<file path="src/rtl/css_pkg.sv">
package css_pkg;

  // Saturating increment: stays at the ceiling once reached.
  function automatic int unsigned sat_inc(input int unsigned v, input int unsigned last);
    return (v >= last) ? last : v + 1;
  endfunction

  // Position of the lowest set bit of a mask, 0 when empty.
  function automatic int unsigned lowest_set(input logic [31:0] m);
    for (int i = 0; i < 32; i++) begin
      if (m[i]) return i;
    end
    return 0;
  endfunction

endpackage

</file>
<file path="src/rtl/css_index_stepper.sv">
module css_index_stepper #(
  parameter int IDX_W  = 5,
  parameter int NUM_CH = 20
) (
  input  logic             clk,
  input  logic             rst_n,
  input  logic             step_en,
  input  logic             repeat_flag,
  output logic [IDX_W-1:0] idx,
  output logic             ovf,
  output logic             grp_end
);
  import css_pkg::*;

  localparam logic [IDX_W-1:0] LAST = IDX_W'(NUM_CH - 1);

  logic [IDX_W-1:0] idx_q;
  logic             ovf_q;
  logic             at_last;

  assign at_last = (idx_q == LAST);
  assign grp_end = step_en & ~repeat_flag;

  always_ff @(posedge clk) begin
    if (!rst_n) begin
      idx_q <= '0;
      ovf_q <= 1'b0;
    end else if (step_en) begin
      if (repeat_flag) begin
        idx_q <= IDX_W'(sat_inc(32'(idx_q), 32'(NUM_CH - 1)));
        if (at_last) ovf_q <= 1'b1;
      end else begin
        idx_q <= '0;
      end
    end
  end

  assign idx = idx_q;
  assign ovf = ovf_q;

  AST_IDX_RANGE: assert property (@(posedge clk) disable iff (!rst_n)
    idx_q <= LAST);
  AST_OVF_STICKY: assert property (@(posedge clk) disable iff (!rst_n)
    ovf_q |=> ovf_q);
  AST_STEP_INC: assert property (@(posedge clk) disable iff (!rst_n)
    (step_en && repeat_flag && !at_last) |=> (idx_q == IDX_W'($past(idx_q) + 1'b1)));
  AST_GRP_RESET: assert property (@(posedge clk) disable iff (!rst_n)
    grp_end |=> (idx_q == '0));

endmodule

</file>
<file path="src/rtl/css_irq_arbiter.sv">
module css_irq_arbiter #(
  parameter int NUM_FT = 10,
  parameter int SRC_W  = 4
) (
  input  logic              clk,
  input  logic              rst_n,
  input  logic              grp_end,
  input  logic [NUM_FT-1:0] func_trig,
  input  logic              irq_ack,
  output logic              irq_req,
  output logic [SRC_W-1:0]  irq_vec,
  output logic              grp_pend,
  output logic              grp_accept
);
  import css_pkg::*;

  logic              grp_pend_q;
  logic [NUM_FT-1:0] ft_pend_q;
  logic [NUM_FT-1:0] ft_clr;
  logic [SRC_W-1:0]  vec_q;
  logic [SRC_W-1:0]  win_code;
  logic              any_pend;
  logic              accept;

  always_comb begin
    any_pend = grp_pend_q | (|ft_pend_q);
    win_code = grp_pend_q ? '0 : SRC_W'(lowest_set(32'(ft_pend_q)) + 1);
    accept   = irq_ack & any_pend;
    // isolate the lowest pending trigger for clearing
    ft_clr   = (accept && !grp_pend_q) ? (ft_pend_q & (~ft_pend_q + 1'b1)) : '0;
  end

  assign grp_accept = accept & grp_pend_q;

  always_ff @(posedge clk) begin
    if (!rst_n) begin
      grp_pend_q <= 1'b0;
      ft_pend_q  <= '0;
      vec_q      <= '0;
    end else begin
      grp_pend_q <= (grp_pend_q & ~grp_accept) | grp_end;
      ft_pend_q  <= (ft_pend_q & ~ft_clr) | func_trig;
      if (accept) vec_q <= win_code;
    end
  end

  assign irq_req  = any_pend;
  assign irq_vec  = vec_q;
  assign grp_pend = grp_pend_q;

  AST_IRQ_HOLD: assert property (@(posedge clk) disable iff (!rst_n)
    (irq_req && !irq_ack) |=> irq_req);
  AST_GRP_FIRST: assert property (@(posedge clk) disable iff (!rst_n)
    (grp_pend_q && irq_ack) |=> (irq_vec == '0));
  AST_VEC_KEEP: assert property (@(posedge clk) disable iff (!rst_n)
    !(irq_ack && irq_req) |=> $stable(irq_vec));
  AST_TRIG_PEND: assert property (@(posedge clk) disable iff (!rst_n)
    (|func_trig) |=> irq_req);

endmodule

</file>
<file path="src/rtl/css_interlock.sv">
module css_interlock (
  input  logic clk,
  input  logic rst_n,
  input  logic grp_pend,
  input  logic grp_accept,
  input  logic mem_clr,
  output logic stall_irq,
  output logic stall_mem
);
  logic wait_clr_q;

  always_ff @(posedge clk) begin
    if (!rst_n)          wait_clr_q <= 1'b0;
    else if (grp_accept) wait_clr_q <= 1'b1;
    else if (mem_clr)    wait_clr_q <= 1'b0;
  end

  assign stall_irq = grp_pend;
  assign stall_mem = wait_clr_q;

  AST_MEM_SET: assert property (@(posedge clk) disable iff (!rst_n)
    grp_accept |=> stall_mem);
  AST_MEM_HOLD: assert property (@(posedge clk) disable iff (!rst_n)
    (stall_mem && !mem_clr) |=> stall_mem);
  AST_MEM_DROP: assert property (@(posedge clk) disable iff (!rst_n)
    (stall_mem && mem_clr && !grp_accept) |=> !stall_mem);

endmodule

</file>
<file path="src/rtl/conv_store_stepper.sv">
module conv_store_stepper #(
  parameter int BASE_W = 10,
  parameter int IDX_W  = 5,
  parameter int NUM_CH = 20,
  parameter int NUM_FT = 10,
  parameter int SRC_W  = $clog2(NUM_FT + 1)
) (
  input  logic                    clk,
  input  logic                    rst_n,
  input  logic [BASE_W-1:0]       base_sw,
  input  logic                    cycle_end,
  input  logic                    repeat_flag,
  input  logic                    irq_ack,
  input  logic                    mem_clr,
  input  logic [NUM_FT-1:0]       func_trig,
  output logic [BASE_W+IDX_W-1:0] store_addr,
  output logic                    irq_req,
  output logic [SRC_W-1:0]        irq_vec,
  output logic                    stall_irq,
  output logic                    stall_mem,
  output logic                    idx_ovf
);
  localparam int ADDR_W = BASE_W + IDX_W;

  function automatic logic [ADDR_W-1:0] make_addr(input logic [BASE_W-1:0] b,
                                                  input logic [IDX_W-1:0]  i);
    return {b, i};
  endfunction

  // named internal events
  logic             stall_any;
  logic             step_en;
  logic             grp_end;
  logic             grp_pend;
  logic             grp_accept;
  logic [IDX_W-1:0] idx;

  assign stall_any = stall_irq | stall_mem;
  assign step_en   = cycle_end & ~stall_any;

  css_index_stepper #(.IDX_W(IDX_W), .NUM_CH(NUM_CH)) u_step (
    .clk(clk), .rst_n(rst_n), .step_en(step_en), .repeat_flag(repeat_flag),
    .idx(idx), .ovf(idx_ovf), .grp_end(grp_end)
  );

  css_irq_arbiter #(.NUM_FT(NUM_FT), .SRC_W(SRC_W)) u_irq (
    .clk(clk), .rst_n(rst_n), .grp_end(grp_end), .func_trig(func_trig),
    .irq_ack(irq_ack), .irq_req(irq_req), .irq_vec(irq_vec),
    .grp_pend(grp_pend), .grp_accept(grp_accept)
  );

  css_interlock u_lock (
    .clk(clk), .rst_n(rst_n), .grp_pend(grp_pend), .grp_accept(grp_accept),
    .mem_clr(mem_clr), .stall_irq(stall_irq), .stall_mem(stall_mem)
  );

  assign store_addr = make_addr(base_sw, idx);

  AST_STALL_IGNORE: assert property (@(posedge clk) disable iff (!rst_n)
    stall_any |=> $stable(idx));
  AST_NO_NEW_GRP: assert property (@(posedge clk) disable iff (!rst_n)
    (stall_any && !irq_ack) |=> (grp_pend == $past(grp_pend)));
  AST_ADDR_BASE: assert property (@(posedge clk) disable iff (!rst_n)
    store_addr[ADDR_W-1:IDX_W] == base_sw);

endmodule

</file>
<file path="config.mk">
export PLATFORM = sky130hd
export DESIGN_NAME = conv_store_stepper
export DESIGN_NICKNAME = d
export VERILOG_FILES = /design/src/rtl/css_pkg.sv /design/src/rtl/css_index_stepper.sv /design/src/rtl/css_irq_arbiter.sv /design/src/rtl/css_interlock.sv /design/src/rtl/conv_store_stepper.sv
export SDC_FILE = /design/constraint.sdc
export NUM_CORES = 1
export LEC_CHECK = 0
export BUFFER_PORTS_ARGS = -buffer_cell sky130_fd_sc_hd__buf_4
export CORE_ASPECT_RATIO = 0.8
export CORE_MARGIN = 1
export CORE_UTILIZATION = 25
export DETAILED_ROUTE_END_ITERATION = 10
export GPL_TIMING_DRIVEN = 0
export SYNTH_ARGS = -nofsm -noshare
export SYNTH_HDL_FRONTEND = slang
export SYNTH_SLANG_ARGS = --single-unit
export TNS_END_PERCENT = 50
</file>
<file path="constraint.sdc">
create_clock -name clk -period 4.15 [get_ports clk]
set_input_delay 0.83 -clock clk [delete_from_list [all_inputs] [get_ports clk]]
set_output_delay 0.83 -clock clk [all_outputs]
set_load 0.05 [all_outputs]
</file>
==> run_results.csv <==
group,metric,value,unit
global_route,grt_first_pass_wirelength,4.37,mm
yosys,ys_warn_count,0,
yosys,synth_area_per_cell,8.09,sq um
final_layout,syn_to_final_growth,35.2,%
yosys,netlist.top_cell.by_area,"sky130_fd_sc_hd__dfxtp_1",
global_route,grt.total_usage,11.2,%
clock_network,cts.htree.levels,1,
sta,report.final.hold_viol_count,0,
critical_path,critical_path_arrival,1.57,ns
yosys,synth_seq_cells,22,
yosys,mappedNetlistArea,0.00115,sq mm
route,drtAntennaViolNets,0,
final_layout,fin_util,36.3,%
clock_network,clock_tree.root_cell,"sky130_fd_sc_hd__clkbuf_8",
route,viasPerCell,4.50,
route,drt-initial-drc-count,39,
sta,worst_slew_margin_rel,64.7,%
run_status,status,"finished, final reports clean",
critical_path,cp_cell_sequence,"nor4_1 > nand4_1 > buf_4",
yosys,postSynthCellCount,142,
sta,layout_worst_path_cycle_share,57.9,%
place,detailedPlacementHpwl,2.03,mm
clock_network,cts_repair_resize_count,0,
global_route,vias_in_the_first_global_route,911,
sta,layout_min_cycle_time,2.40,ns
critical_path,critPathLaunchType,"flip-flop",
worst_hold_path,timing.hold.worst.class,"reg2reg",
power,powerDensity,332,mW/mm^2
route,finalWirelength,2.61,mm
place,io_buffer_count,37,
clock_network,clock_insertion_delay_at_the_later_pin_of_the_skew_report,0.26,ns
floorplanning,dieArea,0.00487,sq mm
clock_network,ctsLongestPathBuffers,2,
yosys,yosys.cell_types.count,38,
sta,fmax,0.416,GHz
global_route,global_route.overflow_total,0,
critical_path,cp_max_fo,5,
final_layout,antennaDiodeCount,0,
sta,report.final.slew_viol_count,0,
route,route.detailed.drc,0,
clock_network,post_cts_hold_buffer_count,0,
route,vias,1081,
yosys,synthesis.nets,170,
floorplanning,placeableCoreArea,0.00428,sq mm
clock_network,cts-buffers-inserted,3,
sta,grt_setup_unrepaired,"no",
floorplanning,floorplan.initialDensity,26.8,%
clock_network,cts_num_sinks,22,
critical_path,cp_slowest_stage_delay,0.51,ns
critical_path,critical_path.slowest_cell,"sky130_fd_sc_hd__nor4_1",
clock_network,clk_transition_reported_paths,0.08,ns
final_layout,fin_nets,212,
flow_run,max-cap-violations,0,
sta,finalClockSkew,0.00521,ns
yosys,synth_seq_area_share,38.3,%
critical_path,path_class,"reg2out",
route,wire_per_inst,10.9,microns
global_route,grt_antenna_before_repair,0,
sta,setup-tns-final,0,ns
critical_path,endpoint_kind,"primary output",
power,total_leakage_power,0.670,nW
final_layout,drive_gt1_share,30.1,%
clock_network,cts_post_setup_buffers_inserted,0,
clock_network,tritoncts,"yes",
place,gp_congestion,0.762,
critical_path,critical-path-top-delay-family,"simple AND/OR/NAND/NOR gates",
global_route,pin_count_of_the_biggest_net_entering_global_routing,13,
critical_path,crit_required,3.32,ns
power,ir_drop,179,uV
floorplanning,site_rows,21,
route,dr.pass1.iters,4,
sta,max_slew.worst_pin.slew,0.525,ns
floorplanning,fp.dieW,77.8,microns
sta,setup_viol_count_final,0,
floorplanning,io-pin-count,49,
critical_path,worstPathBufferInverterCount,1,
floorplanning,die_height,62.6,microns
yosys,synth_top_area_share,38.3,%
yosys,synth.top_cells.by_area,"sky130_fd_sc_hd__dfxtp_1, sky130_fd_sc_hd__buf_4, sky130_fd_sc_hd__nand2_1",
## kinds of logic (layout without fill, tap and decap cells)
family	Yosys count	count (layout)	synth area share, %
AND/OR/NAND/NOR	56	56	24.9
flip-flops	22	22	38.3
buffers and inverters	22	63	10.5
adder cells (fa/ha/maj)	2	2	2.18
AO/OA/AOI/OAI	39	39	23.3
XOR/XNOR	1	1	0.763
## through the flow
step	cell area [sq um]	hold slack (ns)	std cells	power (mW)	setup slack, ns
2_1_floorplan	1150	0.525	142	0.330	2.02
3_3_place_gp	1500	0.451	236	0.369	2.00
3_5_place_dp	1500	0.459	236	0.370	2.03
4_1_cts	1550	0.470	240	0.523	1.73
5_1_grt	1550	0.485	240	0.542	1.57
6_report	1550	0.468	240	0.516	1.75
## routing by layer
metal  up-vias  global-route usage (%)  part of all wire, %
met2        26                    15.0                   39
met3         2                    3.21                  6.0
met1       476                    16.8                   54
met5         -                       0                    0
met4         0                    3.30                  1.0
li1        577                       -                    -
## state kept, by name (all words and copies together), names as in the netlist
| name | count |
|---|---|
| u_irq.ft_pend_q | 10 |
| u_irq.grp_pend | 1 |
| u_irq.irq_vec | 4 |
| u_lock.stall_mem | 1 |
| u_step.idx | 5 |
| u_step.ovf | 1 |
## worst paths after layout
kind	startpoint	to	slack [ns]	cells past startpoint
hold / removal	u_irq.irq_vec[2]$_SDFFE_PN0P_	u_irq.irq_vec[2]$_SDFFE_PN0P_	0.47	2
setup / recovery	u_irq.ft_pend_q[7]$_SDFF_PN0_	irq_req	1.75	3
setup reg to reg	u_step.idx[1]$_SDFFE_PN0P_	u_step.idx[3]$_SDFFE_PN0P_	2.51	5
hold reg to reg	u_irq.irq_vec[2]$_SDFFE_PN0P_	u_irq.irq_vec[2]$_SDFFE_PN0P_	0.47	2
## tightest hold or removal path, cell delays in order (launching register included)
cell and delay (ns):
sky130_fd_sc_hd__dfxtp_1 0.32, sky130_fd_sc_hd__nand3_1 0.06, sky130_fd_sc_hd__o21ai_1 0.05
## power breakdown
group / switching, mW / internal (mW) / total (mW)
clock: 0.0670 / 0.0845 / 0.152
combinational: 0.0772 / 0.0522 / 0.129
sequential: 0.0123 / 0.223 / 0.235
total: 0.156 / 0.360 / 0.516
## layout make-up
class / count / area (sq um)
buffer: 15 / 93.8
clock buffer: 4 / 55.1
fill: 469 / 2730
inverter: 7 / 26.3
multi-input combinational: 98 / 588
sequential: 22 / 440
tap: 57 / 71.3
timing repair buffer: 37 / 278
## synth_stat cells, drive strengths merged
master / count
clkbuf: 4
nand2: 16
ha: 2
nor4: 4
or2: 1
nor2: 9
inv: 7
o31ai: 1
and2: 3
nand3: 10
a21oi: 7
dfxtp: 22
o22ai: 3
o311a: 1
buf: 11
a21boi: 3
a41oi: 1
xnor2: 1
nor3: 2
nor2b: 5
nand2b: 1
a211o: 1
nand4: 1
a31oi: 2
or4: 2
nor3b: 1
and3: 1
o21ai: 10
a211oi: 1
a32o: 1
o21a: 7
a22o: 1
## layout by cell type, fill, tap and decap left out, drive strengths merged, types with 7 or more instances in the layout
cell	instances
buf	48
o21ai	10
nand2	16
nor2	9
nand3	10
inv	7
o21a	7
a21oi	7
clkbuf	8
dfxtp	22
Note: power is estimated with default switching activity, not from simulation.
